<file path="src/rtl/dma_wr_pkg.sv">
package dma_wr_pkg;
  parameter int unsigned BYTE_W = 8;
  parameter int unsigned ADDR_W = 2 * BYTE_W;
  parameter int unsigned LIST_N = 4;  // most entries one base byte can queue

  typedef enum logic [3:0] {
    T_NONE, T_A_LO, T_A_HI, T_LEN_LO, T_LEN_HI, T_TIMING, T_MASK, T_MATCH,
    T_B_LO, T_B_HI, T_INT_CTL, T_PULSE, T_VECTOR, T_RD_MASK
  } tgt_e;

  typedef struct packed {
    logic wr_xfer;
    logic wr_cfg_a;
    logic wr_cfg_b;
    logic wr_grp;
    logic wr_mode;
    logic wr_ready;
    logic c_enable;
    logic c_clr;
    logic c_rd_start;
    logic c_int_on;
    logic c_int_off;
    logic c_force;
    logic c_rd_status;
    logic c_reset;
    logic c_load;
    logic c_cont;
  } act_t;
endpackage

</file>
<file path="src/rtl/dma_base_decode.sv">
module dma_base_decode
  import dma_wr_pkg::*;
(
  input  logic [BYTE_W-1:0] byte_i,
  output act_t              act_o,
  output tgt_e              list_o [LIST_N],
  output logic [2:0]        list_cnt_o
);
  logic [2:0] n;

  always_comb begin
    act_o = '0;
    n     = '0;
    for (int i = 0; i < LIST_N; i++) list_o[i] = T_NONE;
    if (!byte_i[7]) begin
      if (byte_i[1:0] != 2'b00) begin
        act_o.wr_xfer = 1'b1;
        if (byte_i[3]) begin list_o[n[1:0]] = T_A_LO;   n = n + 3'd1; end
        if (byte_i[4]) begin list_o[n[1:0]] = T_A_HI;   n = n + 3'd1; end
        if (byte_i[5]) begin list_o[n[1:0]] = T_LEN_LO; n = n + 3'd1; end
        if (byte_i[6]) begin list_o[n[1:0]] = T_LEN_HI; n = n + 3'd1; end
      end else begin
        act_o.wr_cfg_a = byte_i[2];
        act_o.wr_cfg_b = !byte_i[2];
        if (byte_i[6]) begin list_o[0] = T_TIMING; n = 3'd1; end
      end
    end else begin
      unique case (byte_i[1:0])
        2'b00: begin
          act_o.wr_grp = 1'b1;
          if (byte_i[3]) begin list_o[n[1:0]] = T_MASK;  n = n + 3'd1; end
          if (byte_i[4]) begin list_o[n[1:0]] = T_MATCH; n = n + 3'd1; end
        end
        2'b01: begin
          if (byte_i[6:5] != 2'b11) begin
            act_o.wr_mode = 1'b1;
            if (byte_i[2]) begin list_o[n[1:0]] = T_B_LO;    n = n + 3'd1; end
            if (byte_i[3]) begin list_o[n[1:0]] = T_B_HI;    n = n + 3'd1; end
            if (byte_i[4]) begin list_o[n[1:0]] = T_INT_CTL; n = n + 3'd1; end
          end
        end
        2'b10: act_o.wr_ready = !byte_i[6] && !byte_i[2];
        default: begin
          unique case (byte_i)
            8'h87: act_o.c_enable    = 1'b1;
            8'h8B: act_o.c_clr       = 1'b1;
            8'hA7: act_o.c_rd_start  = 1'b1;
            8'hAB: act_o.c_int_on    = 1'b1;
            8'hAF: act_o.c_int_off   = 1'b1;
            8'hB3: act_o.c_force     = 1'b1;
            8'hBB: begin list_o[0] = T_RD_MASK; n = 3'd1; end
            8'hBF: act_o.c_rd_status = 1'b1;
            8'hC3: act_o.c_reset     = 1'b1;
            8'hCF: act_o.c_load      = 1'b1;
            8'hD3: act_o.c_cont      = 1'b1;
            default: ;
          endcase
        end
      endcase
    end
    list_cnt_o = n;
  end
endmodule

</file>
<file path="src/rtl/dma_param_queue.sv">
module dma_param_queue
  import dma_wr_pkg::*;
#(
  parameter int unsigned DEPTH = 8
) (
  input  logic                         clk_i,
  input  logic                         rst_ni,
  input  logic                         load_i,
  input  tgt_e                         ld_list_i [LIST_N],
  input  logic [2:0]                   ld_cnt_i,
  input  logic                         pop_i,
  input  logic                         app_pulse_i,
  input  logic                         app_vec_i,
  output tgt_e                         head_o,
  output logic [$clog2(DEPTH+1)-1:0]   cnt_o
);
  localparam int unsigned CW = $clog2(DEPTH + 1);
  localparam int unsigned IW = $clog2(DEPTH);

  tgt_e          q_q [DEPTH];
  tgt_e          q_d [DEPTH];
  logic [CW-1:0] cnt_q, cnt_d;

  always_comb begin
    q_d   = q_q;
    cnt_d = cnt_q;
    if (load_i) begin
      for (int i = 0; i < LIST_N; i++) q_d[i] = ld_list_i[i];
      for (int i = LIST_N; i < DEPTH; i++) q_d[i] = T_NONE;
      cnt_d = CW'(ld_cnt_i);
    end else if (pop_i && cnt_q != '0) begin
      for (int i = 0; i < DEPTH - 1; i++) q_d[i] = q_q[i+1];
      q_d[DEPTH-1] = T_NONE;
      cnt_d = cnt_q - CW'(1);
      // appended entries go behind whatever is still outstanding
      if (app_pulse_i && cnt_d < CW'(DEPTH)) begin
        q_d[cnt_d[IW-1:0]] = T_PULSE;
        cnt_d = cnt_d + CW'(1);
      end
      if (app_vec_i && cnt_d < CW'(DEPTH)) begin
        q_d[cnt_d[IW-1:0]] = T_VECTOR;
        cnt_d = cnt_d + CW'(1);
      end
    end
  end

  always_ff @(posedge clk_i or negedge rst_ni) begin
    if (!rst_ni) begin
      cnt_q <= '0;
      for (int i = 0; i < DEPTH; i++) q_q[i] <= T_NONE;
    end else begin
      cnt_q <= cnt_d;
      q_q   <= q_d;
    end
  end

  assign head_o = q_q[0];
  assign cnt_o  = cnt_q;


  cnt_le_depth_chk: assert property (@(posedge clk_i) disable iff (!rst_ni)
    cnt_q <= CW'(DEPTH));


  pop_dec_chk: assert property (@(posedge clk_i) disable iff (!rst_ni)
    (pop_i && !load_i && cnt_q != '0 && !app_pulse_i && !app_vec_i)
      |=> cnt_q == $past(cnt_q) - CW'(1));


  append_order_chk: assert property (@(posedge clk_i) disable iff (!rst_ni)
    (pop_i && !load_i && cnt_q == CW'(1) && app_pulse_i && app_vec_i)
      |=> (cnt_q == CW'(2) && q_q[0] == T_PULSE && q_q[1] == T_VECTOR));
endmodule

</file>
<file path="src/rtl/dma_regfile.sv">
module dma_regfile
  import dma_wr_pkg::*;
(
  input  logic              clk_i,
  input  logic              rst_ni,
  input  logic              base_we_i,
  input  act_t              act_i,
  input  logic              par_we_i,
  input  tgt_e              head_i,
  input  logic [BYTE_W-1:0] data_i,
  input  logic              step_i,
  input  logic              match_i,
  input  logic              endb_i,
  output logic [BYTE_W-1:0] xfer_mode_o,
  output logic [BYTE_W-1:0] cfg_a_o,
  output logic [BYTE_W-1:0] cfg_b_o,
  output logic [1:0]        op_mode_o,
  output logic [BYTE_W-1:0] ready_ctl_o,
  output logic [ADDR_W-1:0] start_a_o,
  output logic [ADDR_W-1:0] start_b_o,
  output logic [ADDR_W-1:0] blk_len_o,
  output logic [ADDR_W-1:0] cnt_a_o,
  output logic [ADDR_W-1:0] cnt_b_o,
  output logic [ADDR_W-1:0] byte_cnt_o,
  output logic [BYTE_W-1:0] mask_o,
  output logic [BYTE_W-1:0] match_val_o,
  output logic [BYTE_W-1:0] int_ctl_o,
  output logic [BYTE_W-1:0] int_pulse_o,
  output logic [BYTE_W-1:0] int_vec_o,
  output logic [BYTE_W-1:0] rd_mask_o,
  output logic              int_en_o,
  output logic              chan_en_o,
  output logic              match_flag_o,
  output logic              endb_flag_o,
  output logic              step_pend_o,
  output logic              rd_restart_o,
  output logic              force_ready_o
);
  function automatic logic [ADDR_W-1:0] step_addr(logic [ADDR_W-1:0] a, logic [1:0] dir);
    unique case (dir)
      2'b00:   return a - ADDR_W'(1);
      2'b01:   return a + ADDR_W'(1);
      default: return a;
    endcase
  endfunction

  logic do_load, do_cont, clr_flags;
  assign do_load   = base_we_i && act_i.c_load;
  assign do_cont   = base_we_i && act_i.c_cont;
  assign clr_flags = base_we_i && (act_i.c_load || act_i.c_cont || act_i.c_clr);

  // base registers and enables
  always_ff @(posedge clk_i or negedge rst_ni) begin
    if (!rst_ni) begin
      xfer_mode_o <= '0;
      cfg_a_o     <= '0;
      cfg_b_o     <= '0;
      op_mode_o   <= '0;
      ready_ctl_o <= '0;
      int_en_o    <= 1'b0;
      chan_en_o   <= 1'b0;
    end else if (base_we_i) begin
      if (act_i.wr_xfer)  xfer_mode_o <= data_i;
      if (act_i.c_reset)  xfer_mode_o[1:0] <= 2'b00;
      if (act_i.wr_cfg_a) cfg_a_o <= data_i;
      if (act_i.wr_cfg_b) cfg_b_o <= data_i;
      if (act_i.wr_mode)  op_mode_o <= data_i[6:5];
      if (act_i.wr_ready) ready_ctl_o <= data_i;
      if (act_i.wr_grp)   int_en_o <= data_i[5];
      if (act_i.c_int_on) int_en_o <= 1'b1;
      if (act_i.c_int_off || act_i.c_reset) int_en_o <= 1'b0;
      if ((act_i.wr_grp && data_i[6]) || act_i.c_enable || act_i.c_cont) chan_en_o <= 1'b1;
    end
  end

  // parameter bytes
  always_ff @(posedge clk_i or negedge rst_ni) begin
    if (!rst_ni) begin
      start_a_o   <= '0;
      start_b_o   <= '0;
      blk_len_o   <= '0;
      mask_o      <= '0;
      match_val_o <= '0;
      int_ctl_o   <= '0;
      int_pulse_o <= '0;
      int_vec_o   <= '0;
      rd_mask_o   <= '0;
    end else begin
      if (par_we_i) begin
        unique case (head_i)
          T_A_LO:    start_a_o[BYTE_W-1:0]      <= data_i;
          T_A_HI:    start_a_o[ADDR_W-1:BYTE_W] <= data_i;
          T_B_LO:    start_b_o[BYTE_W-1:0]      <= data_i;
          T_B_HI:    start_b_o[ADDR_W-1:BYTE_W] <= data_i;
          T_LEN_LO:  blk_len_o[BYTE_W-1:0]      <= data_i;
          T_LEN_HI:  blk_len_o[ADDR_W-1:BYTE_W] <= data_i;
          T_MASK:    mask_o      <= data_i;
          T_MATCH:   match_val_o <= data_i;
          T_INT_CTL: int_ctl_o   <= data_i;
          T_PULSE:   int_pulse_o <= data_i;
          T_VECTOR:  int_vec_o   <= data_i;
          T_RD_MASK: rd_mask_o   <= data_i;
          default:   ;  // timing byte is dropped
        endcase
      end
      if (base_we_i && act_i.c_rd_status) rd_mask_o <= BYTE_W'(1);
    end
  end

  // counters, step and flags; commands win over engine reports
  always_ff @(posedge clk_i or negedge rst_ni) begin
    if (!rst_ni) begin
      cnt_a_o      <= '0;
      cnt_b_o      <= '0;
      byte_cnt_o   <= '0;
      step_pend_o  <= 1'b0;
      match_flag_o <= 1'b0;
      endb_flag_o  <= 1'b0;
    end else begin
      if (do_load) begin
        cnt_a_o <= start_a_o;
        cnt_b_o <= start_b_o;
      end else if (do_cont && step_pend_o) begin
        cnt_a_o <= step_addr(cnt_a_o, cfg_a_o[5:4]);
        cnt_b_o <= step_addr(cnt_b_o, cfg_b_o[5:4]);
      end
      if (do_load || do_cont)  byte_cnt_o <= '0;
      else if (step_i)         byte_cnt_o <= byte_cnt_o + ADDR_W'(1);
      if (base_we_i && (act_i.c_enable || act_i.c_cont || act_i.c_reset)) step_pend_o <= 1'b0;
      else if (step_i) step_pend_o <= 1'b1;
      if (clr_flags) begin
        match_flag_o <= 1'b0;
        endb_flag_o  <= 1'b0;
      end else begin
        if (match_i) match_flag_o <= 1'b1;
        if (endb_i)  endb_flag_o  <= 1'b1;
      end
    end
  end

  always_ff @(posedge clk_i or negedge rst_ni) begin
    if (!rst_ni) begin
      rd_restart_o  <= 1'b0;
      force_ready_o <= 1'b0;
    end else begin
      rd_restart_o  <= (base_we_i && (act_i.c_rd_start || act_i.c_rd_status))
                    || (par_we_i && head_i == T_RD_MASK);
      force_ready_o <= base_we_i && act_i.c_force;
    end
  end


  load_copy_chk: assert property (@(posedge clk_i) disable iff (!rst_ni)
    do_load |=> (cnt_a_o == $past(start_a_o) && cnt_b_o == $past(start_b_o)
                 && byte_cnt_o == '0 && !match_flag_o && !endb_flag_o));


  cont_inc_chk: assert property (@(posedge clk_i) disable iff (!rst_ni)
    (do_cont && step_pend_o && cfg_a_o[5:4] == 2'b01)
      |=> cnt_a_o == $past(cnt_a_o) + ADDR_W'(1));


  cont_idle_chk: assert property (@(posedge clk_i) disable iff (!rst_ni)
    (do_cont && !step_pend_o) |=> ($stable(cnt_a_o) && $stable(cnt_b_o) && chan_en_o));


  reset_cmd_chk: assert property (@(posedge clk_i) disable iff (!rst_ni)
    (base_we_i && act_i.c_reset) |=> (!int_en_o && !step_pend_o && xfer_mode_o[1:0] == 2'b00));


  clr_wins_chk: assert property (@(posedge clk_i) disable iff (!rst_ni)
    clr_flags |=> (!match_flag_o && !endb_flag_o));
endmodule

</file>
<file path="src/rtl/dma_wr_decoder.sv">
module dma_wr_decoder
  import dma_wr_pkg::*;
#(
  parameter int unsigned QDEPTH = 8
) (
  input  logic              clk_i,
  input  logic              rst_ni,
  input  logic              wr_en_i,
  input  logic [7:0]        wr_data_i,
  input  logic              step_i,
  input  logic              match_i,
  input  logic              endb_i,
  output logic [7:0]        xfer_mode_o,
  output logic [7:0]        cfg_a_o,
  output logic [7:0]        cfg_b_o,
  output logic [1:0]        op_mode_o,
  output logic [7:0]        ready_ctl_o,
  output logic [15:0]       start_a_o,
  output logic [15:0]       start_b_o,
  output logic [15:0]       blk_len_o,
  output logic [15:0]       cnt_a_o,
  output logic [15:0]       cnt_b_o,
  output logic [15:0]       byte_cnt_o,
  output logic [7:0]        mask_o,
  output logic [7:0]        match_val_o,
  output logic [7:0]        int_ctl_o,
  output logic [7:0]        int_pulse_o,
  output logic [7:0]        int_vec_o,
  output logic [7:0]        rd_mask_o,
  output logic              int_en_o,
  output logic              chan_en_o,
  output logic              match_flag_o,
  output logic              endb_flag_o,
  output logic              step_pend_o,
  output logic              rd_restart_o,
  output logic              force_ready_o,
  output logic [3:0]        pend_cnt_o
);
  localparam int unsigned CW = $clog2(QDEPTH + 1);

  act_t          act;
  tgt_e          list [LIST_N];
  logic [2:0]    list_cnt;
  tgt_e          head;
  logic [CW-1:0] cnt;
  logic          base_we, par_we;

  assign base_we    = wr_en_i && cnt == '0;
  assign par_we     = wr_en_i && cnt != '0;
  assign pend_cnt_o = 4'(cnt);

  dma_base_decode u_dec (
    .byte_i     (wr_data_i),
    .act_o      (act),
    .list_o     (list),
    .list_cnt_o (list_cnt)
  );

  dma_param_queue #(.DEPTH(QDEPTH)) u_queue (
    .clk_i       (clk_i),
    .rst_ni      (rst_ni),
    .load_i      (base_we),
    .ld_list_i   (list),
    .ld_cnt_i    (list_cnt),
    .pop_i       (par_we),
    .app_pulse_i (head == T_INT_CTL && wr_data_i[3]),
    .app_vec_i   (head == T_INT_CTL && wr_data_i[4]),
    .head_o      (head),
    .cnt_o       (cnt)
  );

  dma_regfile u_regs (
    .clk_i         (clk_i),
    .rst_ni        (rst_ni),
    .base_we_i     (base_we),
    .act_i         (act),
    .par_we_i      (par_we),
    .head_i        (head),
    .data_i        (wr_data_i),
    .step_i        (step_i),
    .match_i       (match_i),
    .endb_i        (endb_i),
    .xfer_mode_o   (xfer_mode_o),
    .cfg_a_o       (cfg_a_o),
    .cfg_b_o       (cfg_b_o),
    .op_mode_o     (op_mode_o),
    .ready_ctl_o   (ready_ctl_o),
    .start_a_o     (start_a_o),
    .start_b_o     (start_b_o),
    .blk_len_o     (blk_len_o),
    .cnt_a_o       (cnt_a_o),
    .cnt_b_o       (cnt_b_o),
    .byte_cnt_o    (byte_cnt_o),
    .mask_o        (mask_o),
    .match_val_o   (match_val_o),
    .int_ctl_o     (int_ctl_o),
    .int_pulse_o   (int_pulse_o),
    .int_vec_o     (int_vec_o),
    .rd_mask_o     (rd_mask_o),
    .int_en_o      (int_en_o),
    .chan_en_o     (chan_en_o),
    .match_flag_o  (match_flag_o),
    .endb_flag_o   (endb_flag_o),
    .step_pend_o   (step_pend_o),
    .rd_restart_o  (rd_restart_o),
    .force_ready_o (force_ready_o)
  );


  mode11_ignore_chk: assert property (@(posedge clk_i) disable iff (!rst_ni)
    (base_we && wr_data_i[7] && wr_data_i[6:5] == 2'b11 && wr_data_i[1:0] == 2'b01)
      |=> (pend_cnt_o == '0 && $stable(op_mode_o)));


  ready_guard_chk: assert property (@(posedge clk_i) disable iff (!rst_ni)
    (base_we && wr_data_i[7] && wr_data_i[1:0] == 2'b10 && (wr_data_i[6] || wr_data_i[2]))
      |=> $stable(ready_ctl_o));


  timing_drop_chk: assert property (@(posedge clk_i) disable iff (!rst_ni)
    (par_we && head == T_TIMING)
      |=> ($stable(start_a_o) && $stable(start_b_o) && $stable(blk_len_o) && $stable(mask_o)));
endmodule

</file>
<file path="config.mk">
export PLATFORM = sky130hd
export DESIGN_NAME = dma_wr_decoder
export DESIGN_NICKNAME = d
export VERILOG_FILES = /design/src/rtl/dma_wr_pkg.sv /design/src/rtl/dma_base_decode.sv /design/src/rtl/dma_param_queue.sv /design/src/rtl/dma_regfile.sv /design/src/rtl/dma_wr_decoder.sv
export SDC_FILE = /design/constraint.sdc
export NUM_CORES = 1
export LEC_CHECK = 0
export ABC_CLOCK_PERIOD_IN_PS = 2600
export BUFFER_PORTS_ARGS = -buffer_cell sky130_fd_sc_hd__clkbuf_2
export CAP_MARGIN = 20
export CORE_MARGIN = 5
export CORE_UTILIZATION = 51
export CTS_CLUSTER_SIZE = 12
export DETAILED_ROUTE_END_ITERATION = 6
export PLACE_DENSITY = 0.77
export SYNTH_ARGS = -nofsm -noshare
export SYNTH_HDL_FRONTEND = slang
export SYNTH_SLANG_ARGS = --single-unit
</file>
<file path="constraint.sdc">
create_clock -name clk_i -period 2.6 [get_ports clk_i]
set_input_delay 0.52 -clock clk_i [delete_from_list [all_inputs] [get_ports clk_i]]
set_output_delay 0.52 -clock clk_i [all_outputs]
set_load 0.05 [all_outputs]
</file>
==> results of run 1 <==
-- routing by layer --
layer / track usage / part of all wire / vias up
met5: 0 / 0 / -
met4: 0.0678 / 0.024 / 0
met3: 0.0432 / 0.070 / 63
met2: 0.401 / 0.47 / 341
met1: 0.359 / 0.44 / 4666
li1: - / - / 4486
-- worst min-delay path by stage --
stage / to / cells past startpoint
floorplan: u_queue.cnt_o[0]$_DFFE_PN0P_ / 0
global placement: u_regs.ready_ctl_o[7]$_DFFE_PN0P_ / 1
detailed placement: u_regs.ready_ctl_o[7]$_DFFE_PN0P_ / 1
CTS: u_regs.match_flag_o$_DFFE_PN0P_ / 3
global route: u_regs.match_flag_o$_DFFE_PN0P_ / 3
finish: u_regs.match_flag_o$_DFFE_PN0P_ / 3
-- synth_stat cells (4+ instances only) --
cell type | n | area, um^2
sky130_fd_sc_hd__a211oi_1 | 6 | 45.0
sky130_fd_sc_hd__a21o_1 | 9 | 67.6
sky130_fd_sc_hd__a21oi_1 | 45 | 225
sky130_fd_sc_hd__a221o_1 | 9 | 90.1
sky130_fd_sc_hd__a221oi_1 | 4 | 35.0
sky130_fd_sc_hd__a22o_1 | 4 | 35.0
sky130_fd_sc_hd__a22oi_1 | 20 | 150
sky130_fd_sc_hd__a31oi_1 | 7 | 43.8
sky130_fd_sc_hd__a32oi_1 | 6 | 52.6
sky130_fd_sc_hd__and2_1 | 13 | 81.3
sky130_fd_sc_hd__and3_1 | 8 | 50.1
sky130_fd_sc_hd__buf_2 | 17 | 85.1
sky130_fd_sc_hd__buf_6 | 4 | 45.0
sky130_fd_sc_hd__clkbuf_1 | 36 | 135
sky130_fd_sc_hd__dfrtp_1 | 217 | 5430
sky130_fd_sc_hd__ha_1 | 48 | 601
sky130_fd_sc_hd__inv_1 | 39 | 146
sky130_fd_sc_hd__mux2_2 | 49 | 552
sky130_fd_sc_hd__mux2i_1 | 7 | 70.1
sky130_fd_sc_hd__nand2_1 | 127 | 477
sky130_fd_sc_hd__nand2b_1 | 9 | 56.3
sky130_fd_sc_hd__nand3_1 | 19 | 95.1
sky130_fd_sc_hd__nand4_1 | 12 | 75.1
sky130_fd_sc_hd__nor2_1 | 75 | 282
sky130_fd_sc_hd__nor2b_1 | 19 | 119
sky130_fd_sc_hd__nor3_1 | 36 | 180
sky130_fd_sc_hd__o211ai_1 | 5 | 37.5
sky130_fd_sc_hd__o21a_1 | 4 | 30.0
sky130_fd_sc_hd__o21ai_0 | 105 | 526
sky130_fd_sc_hd__o21ai_1 | 12 | 60.1
sky130_fd_sc_hd__o221ai_1 | 9 | 78.8
sky130_fd_sc_hd__o22ai_1 | 9 | 56.3
sky130_fd_sc_hd__o2bb2ai_1 | 7 | 61.3
sky130_fd_sc_hd__or2_2 | 5 | 31.3
sky130_fd_sc_hd__or4_1 | 4 | 30.0
sky130_fd_sc_hd__xnor2_1 | 25 | 219
sky130_fd_sc_hd__xor2_1 | 14 | 123
-- kinds of logic after synthesis --
| family | synth area share |
|---|---|
| simple gates | 0.162 |
| compound gates | 0.169 |
| flops | 0.485 |
| buf+inv | 0.0395 |
| mux | 0.0555 |
| fa+ha+maj | 0.0590 |
| xor+xnor | 0.0305 |
-- critical path: cells and delay by family (launching register included) --
kind	cells	cell delay, ns
DFF	1	0.45
adders and majority gates	1	0.32
xor gates and xnor gates	1	0.16
AOI/OAI and AO/OA	4	0.63
and+or+nand+nor	3	0.87
-- power by group through the flow --
| stage | combinational (W) | sequential (W) | clock [W] |
|---|---|---|---|
| 5_1_grt | 0.00767 | 0.00500 | 0.00386 |
| 3_5_place_dp | 0.00706 | 0.00495 | 0 |
| 3_3_place_gp | 0.00697 | 0.00492 | 0 |
| 4_1_cts | 0.00709 | 0.00489 | 0.00370 |
| 6_report | 0.00717 | 0.00491 | 0.00365 |
| 2_1_floorplan | 0.00268 | 0.00739 | 0 |
-- area by class of cell --
type	count	area, um^2	share of cell area
multi-input combinational	798	5410	0.392
timing repair buffer	274	1590	0.115
clock buffer	36	697	0.0506
tap	280	350	0.0254
clock inverter	9	155	0.0113
sequential	217	5430	0.394
inverter	39	146	0.0106
-- state kept, by name, indices dropped and copies added, names as in the netlist, 2 cells and up --
| signal | cells |
|---|---|
| u_regs.int_pulse_o | 8 |
| u_regs.op_mode_o | 2 |
| u_regs.ready_ctl_o | 8 |
| u_regs.match_val_o | 8 |
| u_regs.start_b_o | 16 |
| u_regs.rd_mask_o | 8 |
| u_regs.cnt_a_o | 16 |
| u_regs.blk_len_o | 16 |
| u_regs.cfg_a_o | 8 |
| u_regs.start_a_o | 16 |
| u_regs.int_vec_o | 8 |
| u_regs.mask_o | 8 |
| u_regs.byte_cnt_o | 16 |
| u_queue.head_o | 4 |
| u_regs.cnt_b_o | 16 |
| u_queue.cnt_o | 4 |
| u_queue.q_q | 24 |
| u_regs.cfg_b_o | 8 |
| u_regs.xfer_mode_o | 8 |
| u_regs.int_ctl_o | 8 |
-- what timing repair did --
item,CTS,global route
resized for setup,0,13
hold buffers,1,0
setup endpoints to repair,0,17
endpoints found under the hold margin,54,0
setup buffers,0,1
-- metrics by stage --
stage | power, W | util | worst slack (ns)
2_1_floorplan | 0.0101 | - | 0.0471
5_1_grt | 0.0165 | 0.633 | -0.0834
6_report | 0.0157 | 0.633 | 0.0641
4_1_cts | 0.0157 | 0.630 | 0.00943
3_5_place_dp | 0.0120 | 0.591 | 0.00443
3_3_place_gp | 0.0119 | 0.591 | 0.0413
==> results.txt, run 1 <==
The run finished with clean final reports. Summed over all cells, the static leakage comes to 6.82 nW. For the depth of the CTS H-tree, the log shows 1. Number of pins exceeding their max-slew limit in the final report: 0. Setup repair after global routing could not meet its margin everywhere.

The share of total power consumed by net switching came out at 0.461. For this design, the slowest cell found on the critical path is sky130_fd_sc_hd__or4_1. The internal reg-to-reg setup slack came out at 0.06 ns. In the layout the commonest cells are sky130_fd_sc_hd__dfrtp_1 (215), sky130_fd_sc_hd__clkbuf_2 (201), sky130_fd_sc_hd__nand2_1 (127), sky130_fd_sc_hd__o21ai_0 (102), sky130_fd_sc_hd__nor2_1 (75).

Clock tree synthesis found a total of 217 sinks. The tree is rooted in a sky130_fd_sc_hd__clkbuf_16. The effective utilization at floorplan is 0.515. Type of element launching the critical path: a flip-flop.

The final layout contains 1,420 nets. Dividing the detail-routed wire length by the instance count gives 19.4 um. The logs give 0 for the final antenna diode count and 1,653 for the count of non-filler cells in the finished layout. The number of antenna violations at the first check in global routing came out at 0.

For the pin with the worst max-slew slack, the measured transition is 0.588 ns. For the number of nets in the synthesized netlist, the log shows 1,180. The logs give 0.252 for the all-layer global routing usage and 9,556 for the overall via count from detail_route. For this block, the initial DRC count from the detailed router was 709.

The internal cell power is 0.00848 W, and the number of buffers inserted by port buffering is 202. For the worst flop-to-flop path, the logic depth is 9. The tools report the fraction of the yosys area taken by sequential cells as 0.485.

The logs give 1,115 for the cell count after synthesis and 0.00876 ns for the largest clock skew in the final design. The logs give 0.604 for the relative slew slack and 0.456 for the combinational share of power. Leaving out fill and tap cells, the most frequent cell in the layout is sky130_fd_sc_hd__dfrtp_1. The tools report the remaining global-route overflow as 0. Following the worst setup path forward leads to its endpoint at u_regs.cnt_b_o[15]$_DFFE_PN0P_. The worst reg2reg path endpoint was u_regs.cnt_b_o[15]$_DFFE_PN0P_.

The first-pass GRT wire length is 50.6 mm. The fraction of registers with async set/reset is 1.00, and the fill cell instance count of the final layout is 1,792. The tools report the reported max-cap violation count as 0. In the routed layout, each cell is associated on average with a via count of 5.78. The logs give 0.227 ns for the post-route worst hold slack and 0 for the total DRC errors in the routed layout.

The tools report the final hold violation count as 0. The final layout contains routed wiring with a total length of 32.1 mm. VDD sags by at most 0.763 mV. The number of ports placed on the die boundary was 203. The number of placed instances, taps included, is 1,605. Counting along the longest clock path gives a buffer depth of 3. For this run, the number of Yosys warnings is 0.

For the finished layout, the period the worst path requires is 2.54 ns. The tools report the worst min-delay path startpoint as match_i. The worst setup path is of the reg -> reg kind. Each instance of the synthesized netlist takes up on average 10.0 um^2. The final clock period utilization by the worst path was 0.975.

Walking the worst path, the cells encountered are nand2b_4 -> ha_1 -> and2_1 -> o21ai_0 -> or4_1 -> o21ai_1 -> xnor2_1 -> o22ai_1 -> a21bo_2. The most critical setup path has its startpoint at u_regs.cfg_b_o[5]$_DFFE_PN0P_. The most used flip-flop cell after synthesis is sky130_fd_sc_hd__dfrtp_1.

The via count of the first global-routing pass was 9,313. The logs give 2.94 ns for the data arrival time of the critical path and 25 for the CTS buffer count. The number of flops mapped to enable cells by yosys came out at 0. The die covers 0.0250 mm^2. The class of the tightest hold or removal check is in -> reg. Setup total negative slack on the finished layout was measured at 0 ns. The floorplan has 54 rows.

Data on the critical path is required at its endpoint by 3.01 ns. The synthesized design contains 217 register bits. In this run the horizontal extent of the chip is 158 um. Clock input transition at the sequential cells of the worst setup and hold paths: 0.06 ns.

In this run, distinct cell masters in the synthesized netlist total 78. Layout overhead on the synthesized area: 22.9%. The detail route stage leaves a number of antenna-violating nets equal to 0.

The delay of the slowest cell on the worst path is 0.47 ns, and the part of the power in registers is 0.312. The logs give 0.232 for the clock network power share and 60 for the pin count of the biggest net entering global routing. The total power density per cell area was 1140 mW/mm^2. Routability-driven placement finished with a final weighted congestion of 0.965. The startpoint identified for the worst register-to-register timing path is u_regs.cfg_b_o[5]$_DFFE_PN0P_.

The run gives 0 as the number of endpoints failing setup at the final stage. The run gives 0.0218 mm^2 as the area of the placeable core. Summing every instance area after synthesis gives 0.0112 mm^2. The first detailed-routing pass ran for 6 iterations. The total net switching power came out at 0.00725 W. The run gives 394 MHz as the highest clock frequency the design can meet. The placed instances occupy a cell area of 0.0128 mm^2. The worst-path maximum fanout works out to 9. The fraction of final layout cells sized beyond drive strength 1 is 0.297, and the summed area of non-filler cells in the final layout is 0.0138 mm^2.

TritonCTS built the clock tree. The die is 158 um tall. The HPWL after detailed placement is 23.5 mm. Later-pin clock latency in the skew report: 0.52 ns.

STA classifies the critical path endpoint as a flip-flop.
No activity file was read; power rests on OpenSTA's default activity.
==> run 2: changes to the inputs <==
--- a/config.mk
+++ b/config.mk
@@ -14,2 +14,3 @@
 export DETAILED_ROUTE_END_ITERATION = 6
+export GPL_TIMING_DRIVEN = 0
 export PLACE_DENSITY = 0.77
==> constraint.sdc (replaced) <==
create_clock -name clk_i -period 2.6 [get_ports clk_i]
set_input_delay 0 -clock clk_i [delete_from_list [all_inputs] [get_ports clk_i]]
set_output_delay 0 -clock clk_i [all_outputs]
set_load 0.05 [all_outputs]
==> run 2 against run 1 <==
The flow now finishes with violations (negative setup slack); sequential power about the same; clock skew up 0.0042 ns; cell count up 0.73%; largest cell class is now multi-input combinational cells.
==> results.txt, run 2 (synthesis gave the netlist of run 1 again) <==
The run finished, with violations left. The final reports fail on negative setup slack. The length of the first detailed-routing pass in iterations is 6 (unchanged). The logs give 0 (unchanged) for the remaining global-route overflow and 0 (unchanged) for the count of nets left with antenna violations after detail routing. Reported max-cap violation count: 0 (unchanged). The average wire length per cell after detail routing is 19.7 um (was 19.4 um), and the summed area of non-filler cells in the final layout is 0.0138 mm^2 (about the same). Element type at the critical path end: a flip-flop (unchanged). TritonCTS built the clock tree. The clock period minus final worst setup slack is 2.66 ns (was 2.54 ns). The width of the die was 158 um (unchanged). The run gives 24 (was 25) as the CTS buffer count.

The tools report the type of element launching the critical path as a flip-flop (unchanged). For the total DRC errors in the routed layout, the log shows 0 (unchanged). The HPWL after detailed placement came out at 23.2 mm (was 23.5 mm). Setup repair after global routing could not meet its margin everywhere.

The number of ports placed on the die boundary is 203 (unchanged). The tools report the number of endpoints failing setup at the final stage as 1 (was 0). The category of the most critical setup path is reg -> reg (unchanged). The register with the most flip-flops is u_queue.q_q (unchanged). The average vias per placed instance is 5.86 (was 5.78), and the height of the die is 158 um (unchanged).

The number of clock sinks seen by CTS came out at 217 (unchanged). The wire length after detailed routing is 32.8 mm (was 32.1 mm), and the final net count is 1,434 (was 1,420). The run gives 0.0126 mm^2 (was 0.0128 mm^2) as the post-place instance area. The highest clock frequency the design can meet was 375 MHz (was 394 MHz); the transition time at the pin with the least slew margin was 0.787 ns (was 0.588 ns).

Register area: 0.00543 mm^2 (unchanged). The minimum setup slack in the final design came out at -0.0642 ns (was 0.0641 ns). The required time of the worst setup path is 3.00 ns (was 3.01 ns).

The fraction of the core area covered by cells at the end of the flow was 0.636 (was 0.633); the all-layer global routing usage was 0.252 (about the same). The flip-flop count of the largest register after layout is 24 (unchanged), and the data arrival time of the critical path is 3.06 ns (was 2.94 ns). The routability-driven placement congestion ratio is 0.940 (was 0.965). CTS root buffer: sky130_fd_sc_hd__clkbuf_16 (unchanged).

The final antenna diode count was 0 (unchanged); the layout overhead on the synthesized area was 23.5% (was 22.9%). The area taken by multi-input logic gates is 0.00556 mm^2 (was 0.00541 mm^2), and the clock input transition at the sequential cells of the worst setup and hold paths is 0.06 ns (about the same). The final hold violation count was 0 (unchanged). The fraction of final layout cells sized beyond drive strength 1 is 0.287 (was 0.297). The depth of the CTS H-tree was 1 (unchanged); the total power density per cell area was 1130 mW/mm^2 (was 1140 mW/mm^2). The overall via count from detail_route came out at 9,755 (was 9,556). The run gives 0.0218 mm^2 (unchanged) as the area of the placeable core. The area of the die was 0.0250 mm^2 (unchanged); the later-pin clock latency in the skew report was 0.52 ns (about the same).

First-pass GRT wire length: 50.6 mm (about the same). Largest clock skew in the final design: 0.0129 ns (was 0.00876 ns). Most frequent cells in the layout: sky130_fd_sc_hd__dfrtp_1 (215), sky130_fd_sc_hd__clkbuf_2 (200), sky130_fd_sc_hd__nand2_1 (126), sky130_fd_sc_hd__o21ai_0 (98), sky130_fd_sc_hd__nor2_1 (74) (was sky130_fd_sc_hd__dfrtp_1 (215), sky130_fd_sc_hd__clkbuf_2 (201), sky130_fd_sc_hd__nand2_1 (127), sky130_fd_sc_hd__o21ai_0 (102), sky130_fd_sc_hd__nor2_1 (75)). The relative slew slack came out at 0.476 (was 0.604). Static power due to leakage: 6.75 nW (was 6.82 nW). Pin count of the biggest net entering global routing: 83 (was 60). The number of pins exceeding their max-slew limit in the final report is 0 (unchanged), and the number of antenna violations at the first check in global routing is 0 (unchanged). Final clock period utilization by the worst path: 1.02 (was 0.975). Worst ir drop on vdd: 0.800 mV (was 0.763 mV).

Most frequent standard cell in the layout excluding fill and tap cells: sky130_fd_sc_hd__dfrtp_1 (unchanged). The worst-path maximum fanout is 6 (was 9), and the first-iteration detailed-routing DRC count is 832 (was 709). The via count of the first global-routing pass was 9,348 (was 9,313); the number of cell rows was 54 (unchanged).

Maximum root-to-sink buffer count: 3 (unchanged). The number of buffers inserted by port buffering came out at 198 (was 202). The effective utilization at floorplan came out at 0.515 (unchanged). The fill cell instance count of the final layout is 1,755 (was 1,792).

The class of the tightest hold or removal check is in -> async (was in -> reg).
-- run 2: cell types whose count changed in the layout (fill, tap and decap cells not counted), moves of 8 or more --
cell / delta
sky130_fd_sc_hd__buf_4: -51
sky130_fd_sc_hd__clkbuf_1: +32
sky130_fd_sc_hd__buf_6: +8
sky130_fd_sc_hd__dlygate4sd3_1: +9
sky130_fd_sc_hd__buf_2: +18
-- run 2: report_power, final --
| part | switching, W | internal, W | leakage [nW] | total, W |
|---|---|---|---|---|
| Clock | 0.00134 | 0.00187 | 0.358 | 0.00321 |
| Combinational | 0.00530 | 0.00223 | 3.50 | 0.00753 |
| Sequential | 0.000745 | 0.00417 | 2.89 | 0.00492 |
| Total | 0.00739 | 0.00828 | 6.75 | 0.0157 |
-- run 2: timing repair --
item                                    4_1_cts  5_1_grt
setup buffers                                 5       13
gates resized for setup                      12       49
hold buffers                                 10        0
pin swaps                                     2       12
gates cloned                                  1        0
endpoints found under the setup margin       56       61
endpoints found under the hold margin       160        0
-- run 2: path summary, 6_finish.rpt --
kind | startpoint | end | slack, ns | cells past startpoint
worst max-delay path | u_regs.cfg_b_o[5]$_DFFE_PN0P_ | u_regs.cnt_b_o[15]$_DFFE_PN0P_ | -0.06 | 10
worst min-delay path | rst_ni | u_regs.cnt_a_o[5]$_DFFE_PN0P_ | 0.02 | 2
worst max register to register | u_regs.cfg_b_o[5]$_DFFE_PN0P_ | u_regs.cnt_b_o[15]$_DFFE_PN0P_ | -0.06 | 10
worst min register to register | u_regs.ready_ctl_o[1]$_DFFE_PN0P_ | u_regs.ready_ctl_o[1]$_DFFE_PN0P_ | 0.47 | 1
max in group asynchronous | rst_ni | u_queue.cnt_o[0]$_DFFE_PN0P_ | 1.42 | 4
min in group clk_i | wr_en_i | u_queue.q_q[24]$_DFFE_PN0P_ | 0.03 | 3
-- run 2: critical path: stages (launching register included) --
cell and delay [ns]:
sky130_fd_sc_hd__dfrtp_2 0.45, sky130_fd_sc_hd__nand2b_4 0.22, sky130_fd_sc_hd__buf_4 0.18, sky130_fd_sc_hd__ha_4 0.27, sky130_fd_sc_hd__o21a_1 0.15, sky130_fd_sc_hd__o21ai_2 0.07, sky130_fd_sc_hd__or4_4 0.55, sky130_fd_sc_hd__o21ai_4 0.18
sky130_fd_sc_hd__xnor2_2 0.09, sky130_fd_sc_hd__a22oi_1 0.15, sky130_fd_sc_hd__a21bo_2 0.24
-- run 2: stage by stage --
step / setup TNS [ns] / setup WS, ns / hold slack (ns) / total power [W] / std cells
6_report: -0.0642 / -0.0642 / 0.0210 / 0.0157 / 1665
5_1_grt: -0.334 / -0.162 / 0.0552 / 0.0164 / 1665
4_1_cts: 0 / 0.00157 / 0.000717 / 0.0152 / 1653
3_5_place_dp: -39.71 / -0.883 / -0.00242 / 0.0119 / 1595
3_3_place_gp: -617.59 / -3.11 / 0.221 / 0.0117 / 1593
2_1_floorplan: 0 / 0.0471 / -0.296 / 0.0101 / 1115
-- run 2: final cells by class --
type                    instances  share of cell area
clock buffers                  37              0.0514
multi-input cells             798               0.402
well taps                     280              0.0253
inverters                      39              0.0106
flip-flops and latches        217               0.393
clock inverters                 5             0.00217
repair buffers                228              0.0943
plain buffers                  61              0.0217
-- run 2: routing by layer --
metal,routed length [um],vias up,GRT usage
met5,0,-,0
met4,777,0,0.0686
met3,2660,66,0.0388
met2,15400,425,0.406
met1,14000,4759,0.358
li1,-,4505,-
